## src/rtl/altpat_pkg.sv

```systemverilog
package altpat_pkg;

    typedef enum logic [1:0] {
        AUX_EDGE  = 2'd0,
        AUX_LEVEL = 2'd1,
        AUX_BLANK = 2'd2,
        AUX_NONE  = 2'd3
    } aux_use_e;

    typedef struct packed {
        logic base;   // half chosen by toggle or level control
        logic visit;  // one-shot visit to the other half in progress
        logic pend;   // request waiting for the next pattern end
    } sel_state_t;

endpackage

```

## src/rtl/aux_sync.sv

```systemverilog
module aux_sync #(
    parameter int SYNC_STAGES = 2
) (
    input  logic clk,
    input  logic rst_n,
    input  logic aux_in,
    output logic aux_lvl,
    output logic aux_rise
);
    localparam int CHAIN = SYNC_STAGES + 1;

    logic [CHAIN-1:0] chain_d, chain_q;

    always_comb begin
        chain_d = {chain_q[CHAIN-2:0], aux_in};
    end

    always_ff @(posedge clk) begin
        if (!rst_n) chain_q <= '0;
        else        chain_q <= chain_d;
    end

    assign aux_lvl  = chain_q[SYNC_STAGES-1];
    assign aux_rise = chain_q[SYNC_STAGES-1] & ~chain_q[SYNC_STAGES];

    // one edge gives a single-cycle request
    a_r5_single_rise: assert property (@(posedge clk) disable iff (!rst_n)
        aux_rise |=> !aux_rise);

endmodule

```

## src/rtl/switch_core.sv

```systemverilog
module switch_core
    import altpat_pkg::*;
(
    input  logic clk,
    input  logic rst_n,
    input  logic alt_en,
    input  logic level_mode,
    input  logic level_val,
    input  logic oneshot,
    input  logic req,
    input  logic pat_end,
    output logic half
);
    sel_state_t st_d, st_q;

    always_comb begin
        st_d = st_q;
        if (!alt_en) begin
            st_d = '0;
        end else if (level_mode) begin
            st_d.pend = 1'b0;
            if (pat_end) begin
                st_d.base  = level_val;
                st_d.visit = 1'b0;
            end
        end else if (pat_end) begin
            if (st_q.visit) begin
                st_d.visit = 1'b0;
                st_d.pend  = 1'b0;
            end else if (st_q.pend || req) begin
                st_d.pend = 1'b0;
                if (oneshot) st_d.visit = 1'b1;
                else         st_d.base  = ~st_q.base;
            end
        end else if (req) begin
            st_d.pend = 1'b1;
        end
    end

    always_ff @(posedge clk) begin
        if (!rst_n) st_q <= '0;
        else        st_q <= st_d;
    end

    assign half = st_q.base ^ st_q.visit;

    // the selected half only moves at a pattern end
    a_r2_hold_between_ends: assert property (@(posedge clk) disable iff (!rst_n)
        alt_en && !pat_end |=> $stable(half));

    // a pattern end consumes the pending request
    a_r2_pend_consumed: assert property (@(posedge clk) disable iff (!rst_n)
        pat_end |=> !st_q.pend);

    // a one-shot visit lasts one pattern pass
    a_r4_visit_ends: assert property (@(posedge clk) disable iff (!rst_n)
        st_q.visit && pat_end |=> !st_q.visit);

    // alternate mode off forces half 0 and drops requests
    a_r8_off_clears: assert property (@(posedge clk) disable iff (!rst_n)
        !alt_en |=> (half == 1'b0) && !st_q.pend);

endmodule

```

## src/rtl/blank_ctrl.sv

```systemverilog
module blank_ctrl
    import altpat_pkg::*;
(
    input  logic     clk,
    input  logic     rst_n,
    input  logic     alt_en,
    input  aux_use_e aux_use,
    input  logic     aux_lvl,
    output logic     kill
);
    logic kill_d, kill_q;

    always_comb begin
        kill_d = (aux_use == AUX_BLANK) && !alt_en && aux_lvl;
    end

    always_ff @(posedge clk) begin
        if (!rst_n) kill_q <= 1'b0;
        else        kill_q <= kill_d;
    end

    assign kill = kill_q;

    // no blanking while alternate mode is on
    a_r10_no_kill_in_alt: assert property (@(posedge clk) disable iff (!rst_n)
        alt_en |=> !kill);

endmodule

```

## src/rtl/alt_pattern_switch.sv

```systemverilog
module alt_pattern_switch
    import altpat_pkg::*;
#(
    parameter int SYNC_STAGES = 2
) (
    input  logic       clk,
    input  logic       rst_n,
    input  logic       alt_en,
    input  logic [1:0] aux_mode,
    input  logic       oneshot,
    input  logic       aux_in,
    input  logic       sw_req,
    input  logic       pat_end,
    output logic       half_sel,
    output logic       data_kill
);
    aux_use_e aux_use;
    logic     aux_lvl, aux_rise, req, level_mode;

    assign aux_use    = aux_use_e'(aux_mode);
    assign level_mode = (aux_use == AUX_LEVEL);
    assign req        = sw_req || (aux_use == AUX_EDGE && aux_rise);

    aux_sync #(.SYNC_STAGES(SYNC_STAGES)) i_sync (
        .clk      (clk),
        .rst_n    (rst_n),
        .aux_in   (aux_in),
        .aux_lvl  (aux_lvl),
        .aux_rise (aux_rise)
    );

    switch_core i_core (
        .clk        (clk),
        .rst_n      (rst_n),
        .alt_en     (alt_en),
        .level_mode (level_mode),
        .level_val  (aux_lvl),
        .oneshot    (oneshot),
        .req        (req),
        .pat_end    (pat_end),
        .half       (half_sel)
    );

    blank_ctrl i_blank (
        .clk     (clk),
        .rst_n   (rst_n),
        .alt_en  (alt_en),
        .aux_use (aux_use),
        .aux_lvl (aux_lvl),
        .kill    (data_kill)
    );

endmodule

```

## config.mk

```make
export PLATFORM = sky130hd
export DESIGN_NAME = alt_pattern_switch
export DESIGN_NICKNAME = d
export VERILOG_FILES = /design/src/rtl/altpat_pkg.sv /design/src/rtl/aux_sync.sv /design/src/rtl/switch_core.sv /design/src/rtl/blank_ctrl.sv /design/src/rtl/alt_pattern_switch.sv
export SDC_FILE = /design/constraint.sdc
export NUM_CORES = 1
export LEC_CHECK = 0
export BUFFER_PORTS_ARGS = -buffer_cell sky130_fd_sc_hd__buf_2
export CAP_MARGIN = 30
export CORE_AREA = 2 2 39 41
export CTS_CLUSTER_SIZE = 10
export DETAILED_ROUTE_END_ITERATION = 7
export DIE_AREA = 0 0 41 43
export GPL_ROUTABILITY_DRIVEN = 1
export GPL_TIMING_DRIVEN = 0
export PLACE_DENSITY_LB_ADDON = 0.1
export SYNTH_ARGS = -nofsm -noshare
export SYNTH_HDL_FRONTEND = slang
export SYNTH_SLANG_ARGS = --single-unit
```

## constraint.sdc

```tcl
create_clock -name clk -period 1.1 [get_ports clk]
set_input_delay 0.33 -clock clk [delete_from_list [all_inputs] [get_ports clk]]
set_output_delay 0.33 -clock clk [all_outputs]
set_load 0.01 [all_outputs]
```

[After elaboration in Yosys (flattened, before gate mapping)]
Cells that the tools add are included.
Word-level totals
  flip-flop bits (word level): 7
  input port bits: 9
  output and inout port bits: 2
  logic and storage cells: 39
Cells by class
  equal/unequal tests: 5
  mux-type cells: 10
  bitwise operators: 6
  reductions and logical operators: 13
Operators by type and width (number)
  $mux 2: 3
  $mux 3: 2
  $mux 1: 5
  $ne 2x1->1 const B: 2
  $not 1->1: 4
  $reduce_and 2->1: 2
  $reduce_and 4->1: 1
  $reduce_bool 2->1: 2
  $logic_and 1x1->1: 3
  $ne 3x1->1 const B: 1
  $reduce_or 3->1: 1
  $eq 2x1->1 const B: 1
  $eq 2x2->1 const B: 1
  $logic_not 2->1: 1
  $logic_or 1x1->1: 2
  $and 1x1->1: 1
  $logic_not 1->1: 1
  $xor 1x1->1: 1

[Longest topological paths before layout]
Gate-level depths: netlist (run 1).
  depth after elaboration: 9
  mapped depth: 4
  depth with buffers taken out: 4

[Hierarchy]
From an unflattened synthesis (run 1), not the netlist that was laid out.
Second synthesis, totals
  cells, all modules: 32
  area total of the unflattened synthesis: 294.0 um2
Modules (own cells, without submodules)
  switch_core: instances 1, cells an instance 19, area an instance 148.9 um2, seq. area each 60.1 um2
  aux_sync: instances 1, cells an instance 7, area an instance 92.6 um2, seq. area each 60.1 um2
  blank_ctrl: instances 1, cells an instance 3, area an instance 32.5 um2, seq. area each 20.0 um2
  alt_pattern_switch: instances 1, cells an instance 3, area an instance 20.0 um2, seq. area each 0.0 um2

[Least setup slack after synthesis (run 1)]
No wires, ideal clock.
  path type: in2reg
  start point: in aux_mode[1]
  end point: reg i_core.st_q[1] (netlist name)
  data arrival time: 1037 ps
  setup slack: -7 ps
  stages: 4
  buffers on the path: 0
  cells stage by stage: nor3b_2 o31ai_1 or3_1 a21oi_1
On the way
  cells in the longest elaborated chain, start to end: 8
Ends and longest elaborated chain
  start: declaration: line alt_pattern_switch.sv:9  | input logic [1:0] aux_mode,
  $logic_not 2->1: line alt_pattern_switch.sv:22  | assign req = sw_req || (aux_use == AUX_EDGE && aux_rise);
  $logic_and 1x1->1: line alt_pattern_switch.sv:22
  $logic_or 1x1->1: line alt_pattern_switch.sv:22
  $logic_or 1x1->1: line switch_core.sv:30  | end else if (st_q.pend || req) begin
  $mux 3: line switch_core.sv:30
  $mux 2: line switch_core.sv:27  | if (st_q.visit) begin
  $mux 2: line switch_core.sv:26  | end else if (pat_end) begin
  $mux 3 *: line switch_core.sv:20  | end else if (level_mode) begin
  end signal: assignment: line switch_core.sv:42  | else st_q <= st_d;
  end: declaration: line switch_core.sv:14  | sel_state_t st_d, st_q;
Every way passes the cells marked *; elsewhere a longest branch is shown, timed or not. The select of a mux whose other input is x is not followed.
A chain may end at the register's enable or synchronous reset.

[Worst setup path after layout (run 1)]
  start point: reg i_core.st_q[1] (netlist name)
  end point: out half_sel
On the way
  cells in the longest elaborated chain, start to end: 1
Ends and longest elaborated chain
  $xor 1x1->1: line switch_core.sv:45  | assign half = st_q.base ^ st_q.visit;
  end: declaration: line alt_pattern_switch.sv:14  | output logic half_sel,
No other way between the ends.

==> results of run 1 <==
## per-layer routing
layer / wire (um) / global-route usage / vias up / share of wire
met5: 0 / 0 / - / 0
met1: 289 / 0.1042 / 133 / 0.43
li1: - / - / 143 / -
met3: 42 / 0.03141 / 2 / 0.062
met2: 337 / 0.1375 / 6 / 0.50
met4: 9 / 0.08000 / 0 / 0.013
## cells in the mapped netlist (all sizes together)
cell and n:
nor2b 1, nand2 2, nand3 1, and2 3, mux2i 1, dfxtp 7
and3 1, a211o 1, nor3b 1, nand2b 2, nor3 1, xor2 1
o31ai 1, or3 1, o21ai 1, nor4 1, a21oi 1, nor2 4
## path summary, 6_finish.rpt
check | slack (ns) | from | cells past startpoint | to
hold / removal | 0.28 | pat_end | 2 | i_core.st_q[0]
hold reg to reg | 0.43 | i_sync.chain_q[0] | 1 | i_sync.chain_q[1]
setup / recovery | -0.10 | i_core.st_q[1] | 2 | half_sel
setup reg to reg | -0.02 | i_sync.chain_q[1] | 4 | i_core.st_q[1]
## where the power goes
part	internal (mW)	switching, mW	leakage, nW
logic	0.0356	0.0318	0.126
registers	0.262	0.00389	0.0584
clock network	0.139	0.0974	0.0150
## cells by family after synthesis
family          count (synthesis)  share of synthesized area
simple gates                   18                     0.3621
xor+xnor                        1                    0.03018
compound gates                  4                    0.09050
flops                           7                     0.4827
mux                             1                    0.03448
## registers in the layout, indices dropped and copies added, names as in the netlist
signal	cells
i_sync.chain_q	3
i_blank.kill	1
i_core.st_q	3
## what timing repair did
action,CTS,global route
buffers inserted,4,0
pin swaps,5,1
gates resized for setup,4,1
hold buffers,0,0
setup endpoints to repair,2,3
## layout by cell type, fill, tap and decap left out, types with 2 or more instances in the layout
| cell | netlist | routed |
|---|---|---|
| buf_2 | 0 | 10 |
| nor2_1 | 4 | 4 |
| dfxtp_1 | 7 | 4 |
| buf_4 | 0 | 4 |
| clkbuf_4 | 0 | 3 |
| dfxtp_2 | 0 | 3 |
| and2_1 | 2 | 2 |
| nand2_1 | 2 | 2 |
## layout make-up
class,count,area (sq um),area share
Clock buffer,4,26.28,0.06034
Multi-Input combinational cell,24,165.2,0.3793
Sequential cell,7,143.9,0.3305
Tap cell,16,20.02,0.04598
Timing Repair Buffer,14,80.08,0.1839
==> flow_metrics.py, run 1 <==
metrics = {
    "timing": {
        "setup_viol": 2,
        "drv_slew": 0,
        "tightest_slew_ns": 0.2305,
        "period_share": 1.092,
        "fmax_mhz": 832.3,
        "skew_ns": 0.006132,
        "rsz0062_at_grt": "yes",
        "hold_viol": 0,
        "max_slew_margin": 0.8454,
        "timing.hold.ws_ns": 0.2794,
        "tns_ns": -0.1193,
        "period_needed_ns": 1.202,
        "final.setup.worst_slack_ns": -0.1016,
    },
    "floorplan": {
        "die_w_um": 41,
        "io_pins": 11,
        "die-area_sq_um": 1763,
        "core.rowCount": 14,
        "die_h_um": 43,
        "core-area_sq_um": 1384,
        "start_util": 0.2098,
    },
    "clock_tree": {
        "insertion_delay_ns": 0.25,
        "clock_sinks": 7,
        "cts_tree": "built",
        "cts.path.max_buffers": 2,
        "numCtsBuffers": 3,
        "htreeDepth": 1,
        "clk_pin_slew_ns": 0.06,
        "root_buffer": "clkbuf_4",
    },
    "drt": {
        "drtIter0Drc": 2,
        "antenna_left": 0,
        "routed_wl_um": 678,
        "via_count": 284,
        "drc": 0,
        "vias_per_cell": 4.369,
        "avgRoutedWirePerCell_um": 10.43,
        "drt-pass1-iter-count": 4,
    },
    "synthesis": {
        "synthesis.nets": 40,
        "synth-seq-cells": 7,
        "avgSynthCellArea_sq_um": 9.364,
        "ys_types": 20,
        "synth_cells": 31,
        "synthTopCellsByArea": "dfxtp_1 48%, nor2_1 5.2%, and2_1 4.3%",
        "netlist_area_sq_um": 290.3,
        "yosysTopAreaCell": "dfxtp_1",
        "synth_warnings": 0,
        "netlist.area_leader.share": 0.4828,
        "yosysSeqAreaShare": 0.4828,
    },
    "worst_setup_path": {
        "crit_chain": "xor2_1 -> buf_2",
        "criticalPathCategory": "reg2out",
        "critPathArrivalTime_ns": 0.87,
        "path_max_fanout": 2,
        "critPathMaxStageDelay_ns": 0.34,
        "crit_slowest_cell": "dfxtp_2",
        "startpoint_type": "flip-flop",
        "cp.required_ns": 0.77,
        "cp_top_family": "flip-flops",
        "worstPathBufferInverterCount": 1,
        "end_kind": "output port",
    },
    "cells_and_area": {
        "finalNonFillerCells": 65,
        "final_util": 0.3146,
        "antennaDiodeCount": 0,
        "finish.net_count": 59,
        "drive_gt1_frac": 0.5102,
        "fillers": 154,
        "area_growth_pct": 50.00,
        "stdcell_area_sq_um": 435.4,
    },
    "power": {
        "power_density_nw_per_um2": 1307,
        "vdd_drop_max_mv": 0.4666,
        "finalPower_mw": 0.5693,
        "leakagePower_nw": 0.1992,
    },
    "placement": {
        "placed_area_sq_um": 366.6,
        "port_buffers": 10,
        "dp.cells": 57,
        "dpl.hpwl_um": 477.8,
        "pre_cts_ws_ns": -0.2003,
        "gp_congestion": 0.6705,
    },
    "outcome": {
        "violations": "setup timing",
        "status": "finished with violations",
    },
    "grt": {
        "gr-total-overflow": 0,
        "grt_pass1_vias": 263,
        "grt_max_degree": 6,
        "grtUsageTotal": 0.09476,
        "grt_pass1_wl_um": 1069,
        "antenna_found_initial": 0,
    },
    "hold_path": {
        "hp-class": "in2reg",
    },
    "run": {
        "cap_violations": 0,
    },
}
No activity file was read; power rests on OpenSTA's default activity.
==> run 2, diff against run 1 <==
--- a/config.mk
+++ b/config.mk
@@ -14,6 +14,7 @@
 export GPL_ROUTABILITY_DRIVEN = 1
 export GPL_TIMING_DRIVEN = 0
 export PLACE_DENSITY_LB_ADDON = 0.1
+export REMOVE_ABC_BUFFERS = 1
 export SYNTH_ARGS = -nofsm -noshare
 export SYNTH_HDL_FRONTEND = slang
 export SYNTH_SLANG_ARGS = --single-unit
==> flow_metrics.py, run 2 (synthesis results as in run 1) <==
metrics = {
    "worst_setup_path": {
        "critPathArrivalTime_ns": 0.86,
        "reg2reg_from": "i_sync.chain_q[1]",
        "path_max_fanout": 2,
        "criticalPathCategory": "reg2out",
        "startpoint_type": "flip-flop",
        "reg2reg_setup_slack_ns": -0.06,
        "reg2reg_depth": 4,
        "cp.required_ns": 0.77,
        "r2r-end": "i_core.st_q[1]",
        "end_kind": "output port",
    },
    "outcome": {
        "status": "finished with violations",
        "violations": "setup timing",
    },
    "cells_and_area": {
        "layout_commonest_cell": "buf_2",
        "fillers": 156,
        "drive_gt1_frac": 0.5208,
        "finish.net_count": 58,
        "antennaDiodeCount": 0,
        "area_growth_pct": 49.57,
        "multi_input_area_sq_um": 171.4,
        "most-common-layout-cells": "10 x buf_2, 4 x nor2_1, 4 x dfxtp_1",
        "regArea_sq_um": 143.9,
    },
    "clock_tree": {
        "clk_pin_slew_ns": 0.06,
        "hold_buffers": 0,
        "cts_tree": "built",
        "cts.path.max_buffers": 2,
        "numCtsBuffers": 3,
        "insertion_delay_ns": 0.25,
        "htreeDepth": 1,
        "clock_sinks": 7,
        "root_buffer": "clkbuf_4",
    },
    "hold_path": {
        "min_to": "i_core.st_q[0]",
        "min-delay-start": "pat_end",
        "worstHoldPathCells": 2,
        "hp-class": "in2reg",
    },
    "timing": {
        "rsz0062_at_grt": "yes",
        "max_slew_margin": 0.8521,
        "final.setup.worst_slack_ns": -0.08919,
        "hold_viol": 0,
        "drv_slew": 0,
        "period_needed_ns": 1.189,
        "setup_viol": 2,
        "tightest_slew_ns": 0.2205,
        "skew_ns": 0.004083,
        "tns_ns": -0.1446,
        "period_share": 1.081,
        "fmax_mhz": 840.9,
    },
    "grt": {
        "grt_max_degree": 6,
        "antenna_found_initial": 0,
        "grt_pass1_vias": 295,
        "grtUsageTotal": 0.1006,
        "grt_pass1_wl_um": 1117,
        "gr-total-overflow": 0,
    },
    "drt": {
        "drc": 0,
        "avgRoutedWirePerCell_um": 10.86,
        "drtIter0Drc": 3,
        "drt-pass1-iter-count": 2,
        "routed_wl_um": 695,
        "via_count": 265,
        "vias_per_cell": 4.141,
        "antenna_left": 0,
    },
    "floorplan": {
        "start_util": 0.2098,
        "die_h_um": 43,
        "die_w_um": 41,
        "core-area_sq_um": 1384,
        "die-area_sq_um": 1763,
        "io_pins": 11,
        "core.rowCount": 14,
    },
    "placement": {
        "dpl.hpwl_um": 486.2,
        "port_buffers": 10,
        "pre_cts_ws_ns": -0.2033,
        "gp_congestion": 0.6568,
    },
    "run": {
        "cap_violations": 0,
    },
    "power": {
        "leakagePower_nw": 0.1954,
        "vdd_drop_max_mv": 0.4575,
        "power_density_nw_per_um2": 1310,
    },
}
[run 2: cell count changes in the layout (fill, tap and decap cells not counted), sizes merged]
cell / previous run / this run
buf: 14 / 13
[run 2: worst max-delay path by stage]
stage | depth (start not counted) | slack, ns | end | from
after global placement | 5 | -0.18 | i_core.st_q[1] | aux_mode[1]
final | 2 | -0.09 | half_sel | i_core.st_q[1]
after global routing | 2 | -0.12 | half_sel | i_core.st_q[2]
after floorplan | 4 | -0.007 | i_core.st_q[1] | aux_mode[1]
after detailed placement | 5 | -0.20 | i_core.st_q[1] | aux_mode[1]
after CTS | 2 | -0.1 | half_sel | i_core.st_q[2]
[run 2: report_power, final]
part / leakage (nW) / switching [mW] / internal, mW
Clock: 0.0150 / 0.0972 / 0.139
Sequential: 0.0584 / 0.00434 / 0.262
Combinational: 0.122 / 0.0318 / 0.0348
[run 2: final cells by class]
cell class,instances,area share
multi-input cells,24,0.3948
repair buffers,13,0.1671
clock buffers,4,0.06052
well taps,16,0.04611
flip-flops and latches,7,0.3314
[run 2: metrics by stage]
| stage | hold WS [ns] | area, sq um | std cells | utilization | power, mW |
|---|---|---|---|---|---|
| finish | 0.2780 | 434.2 | 64 | 0.3137 | 0.5688 |
| global route | 0.2799 | 434.2 | 64 | 0.3137 | 0.6035 |
| CTS | 0.2682 | 424.2 | 64 | 0.3065 | 0.5760 |
| detailed placement | 0.4211 | 360.3 | 57 | 0.2604 | 0.3262 |
| global placement | 0.4161 | 360.3 | 57 | 0.2604 | 0.3245 |
| floorplan | 0.4091 | 290.3 | 31 | - | 0.2976 |
[run 2: worst max-delay path: stages, from the launching register on]
cell	delay (ns)
dfxtp_2	0.33
xor2_1	0.13
buf_2	0.14
[run 2: repair_timing]
item                       CTS  global route
resized for setup            5             2
pin swaps                    5             1
setup endpoints to repair    2             3
setup buffers                3             0
[run 2: metal layers]
metal,global-route usage,share of wire,up-vias
met4,0.1000,0.013,0
li1,-,-,140
met3,0.03141,0.055,2
met2,0.1406,0.51,6
met1,0.1100,0.42,117
met5,0,0,-
==> run 3, diff against run 2 <==
--- a/config.mk
+++ b/config.mk
@@ -13,7 +13,7 @@
 export DIE_AREA = 0 0 41 43
 export GPL_ROUTABILITY_DRIVEN = 1
 export GPL_TIMING_DRIVEN = 0
-export PLACE_DENSITY_LB_ADDON = 0.1
+export PLACE_DENSITY = 0.46
 export REMOVE_ABC_BUFFERS = 1
 export SYNTH_ARGS = -nofsm -noshare
 export SYNTH_HDL_FRONTEND = slang
==> flow_metrics.py, run 3 (synthesis results as in run 1) <==
metrics = {
    "outcome": {
        "status": "finished with violations",
        "violations": "setup timing",
    },
    "drt": {
        "drtIter0Drc": 3,
        "via_count": 267,
        "avgRoutedWirePerCell_um": 8.688,
        "drt-pass1-iter-count": 2,
        "routed_wl_um": 556,
        "drc": 0,
        "antenna_left": 0,
        "vias_per_cell": 4.172,
    },
    "floorplan": {
        "io_pins": 11,
        "die-area_sq_um": 1763,
        "core.rowCount": 14,
        "core-area_sq_um": 1384,
        "die_h_um": 43,
        "start_util": 0.2098,
        "die_w_um": 41,
    },
    "clock_tree": {
        "cts_tree": "built",
        "insertion_delay_ns": 0.26,
        "clk_pin_slew_ns": 0.05,
        "hold_buffers": 0,
        "numCtsBuffers": 3,
        "cts.path.max_buffers": 2,
        "root_buffer": "clkbuf_4",
        "htreeDepth": 1,
        "clock_sinks": 7,
    },
    "placement": {
        "pre_cts_ws_ns": -0.1937,
        "gp_congestion": 0.6987,
        "dp.cells": 57,
        "port_buffers": 10,
        "placed_area_sq_um": 360.3,
    },
    "worst_setup_path": {
        "end_kind": "output port",
        "path_max_fanout": 2,
        "crit_slowest_cell": "dfxtp_2",
        "crit_chain": "xor2_1 -> buf_2",
        "critPathArrivalTime_ns": 0.85,
        "cp.required_ns": 0.77,
        "startpoint_type": "flip-flop",
        "criticalPathCategory": "reg2out",
        "critPathMaxStageDelay_ns": 0.32,
    },
    "timing": {
        "timing.hold.ws_ns": 0.2724,
        "setup_viol": 1,
        "skew_ns": 0.007032,
        "rsz0062_at_grt": "yes",
        "fmax_mhz": 845.5,
        "drv_slew": 0,
        "tns_ns": -0.08276,
        "period_needed_ns": 1.183,
        "period_share": 1.075,
        "tightest_slew_ns": 0.2094,
        "final.setup.worst_slack_ns": -0.08276,
        "hold_viol": 0,
        "max_slew_margin": 0.8591,
    },
    "grt": {
        "antenna_found_initial": 0,
        "grt_pass1_vias": 253,
        "gr-total-overflow": 0,
        "grt_pass1_wl_um": 924,
        "grt_max_degree": 6,
        "grtUsageTotal": 0.08936,
    },
    "power": {
        "finalPower_mw": 0.5670,
        "leakagePower_nw": 0.1951,
        "power_density_nw_per_um2": 1333,
        "vdd_drop_max_mv": 0.7612,
    },
    "cells_and_area": {
        "antennaDiodeCount": 0,
        "most-common-layout-cells": "10 x buf_2, 4 x nor2_1, 4 x dfxtp_2",
        "finalNonFillerCells": 64,
        "layout_commonest_cell": "buf_2",
        "drive_gt1_frac": 0.5000,
        "stdcell_area_sq_um": 425.4,
        "area_growth_pct": 46.55,
        "finish.net_count": 58,
        "fillers": 152,
        "final_util": 0.3074,
    },
    "hold_path": {
        "hp-class": "in2reg",
    },
    "run": {
        "cap_violations": 0,
    },
}
==> run 3: cell types whose count changed in the layout (fill, tap and decap cells not counted) <==
| cell | delta |
|---|---|
| dfxtp_2 | +1 |
| nor4_2 | -1 |
| nor4_1 | +1 |
| dfxtp_1 | -1 |
| a21oi_1 | +1 |
| a21oi_2 | -1 |
==> run 3: final timing paths <==
kind	to	slack (ns)	cells past startpoint	startpoint
worst max-delay path	half_sel	-0.08	2	i_core.st_q[2]
worst min-delay path	i_core.st_q[0]	0.27	2	pat_end
worst max register to register	i_core.st_q[1]	0	4	i_sync.chain_q[1]
worst min register to register	i_sync.chain_q[1]	0.44	1	i_sync.chain_q[0]
==> run 3: power breakdown <==
group          switching, mW  internal [mW]
logic                 0.0283         0.0340
registers            0.00375          0.262
clock network         0.0998          0.139
==> run 3: worst max-delay path, delay by kind of cell (launching register included) <==
family | cells | cell delay, ns
flip-flops | 1 | 0.32
buffers and inverters | 1 | 0.13
XOR/XNOR | 1 | 0.14
==> run 3: layer usage <==
layer | global-route usage | vias to the layer above | part of all wire
met5 | 0 | - | 0
met4 | 0.06000 | 0 | 0.016
met3 | 0.09424 | 3 | 0.12
met2 | 0.1219 | 10 | 0.43
met1 | 0.07395 | 114 | 0.42
li1 | - | 140 | -
==> run 3: area by class of cell <==
| class | count | area (sq um) | area share |
|---|---|---|---|
| clock buffer | 4 | 26.28 | 0.06176 |
| multi-input combinational | 24 | 161.4 | 0.3794 |
| sequential | 7 | 145.1 | 0.3412 |
| tap | 16 | 20.02 | 0.04706 |
| timing repair buffer | 13 | 72.57 | 0.1706 |
==> run 3: repair_timing <==
action | 4_1_cts | 5_1_grt
endpoints found under the setup margin | 2 | 2
setup buffers | 3 | 0
gates resized for setup | 6 | 0
hold endpoints to repair | 0 | 0
pin swaps | 5 | 0
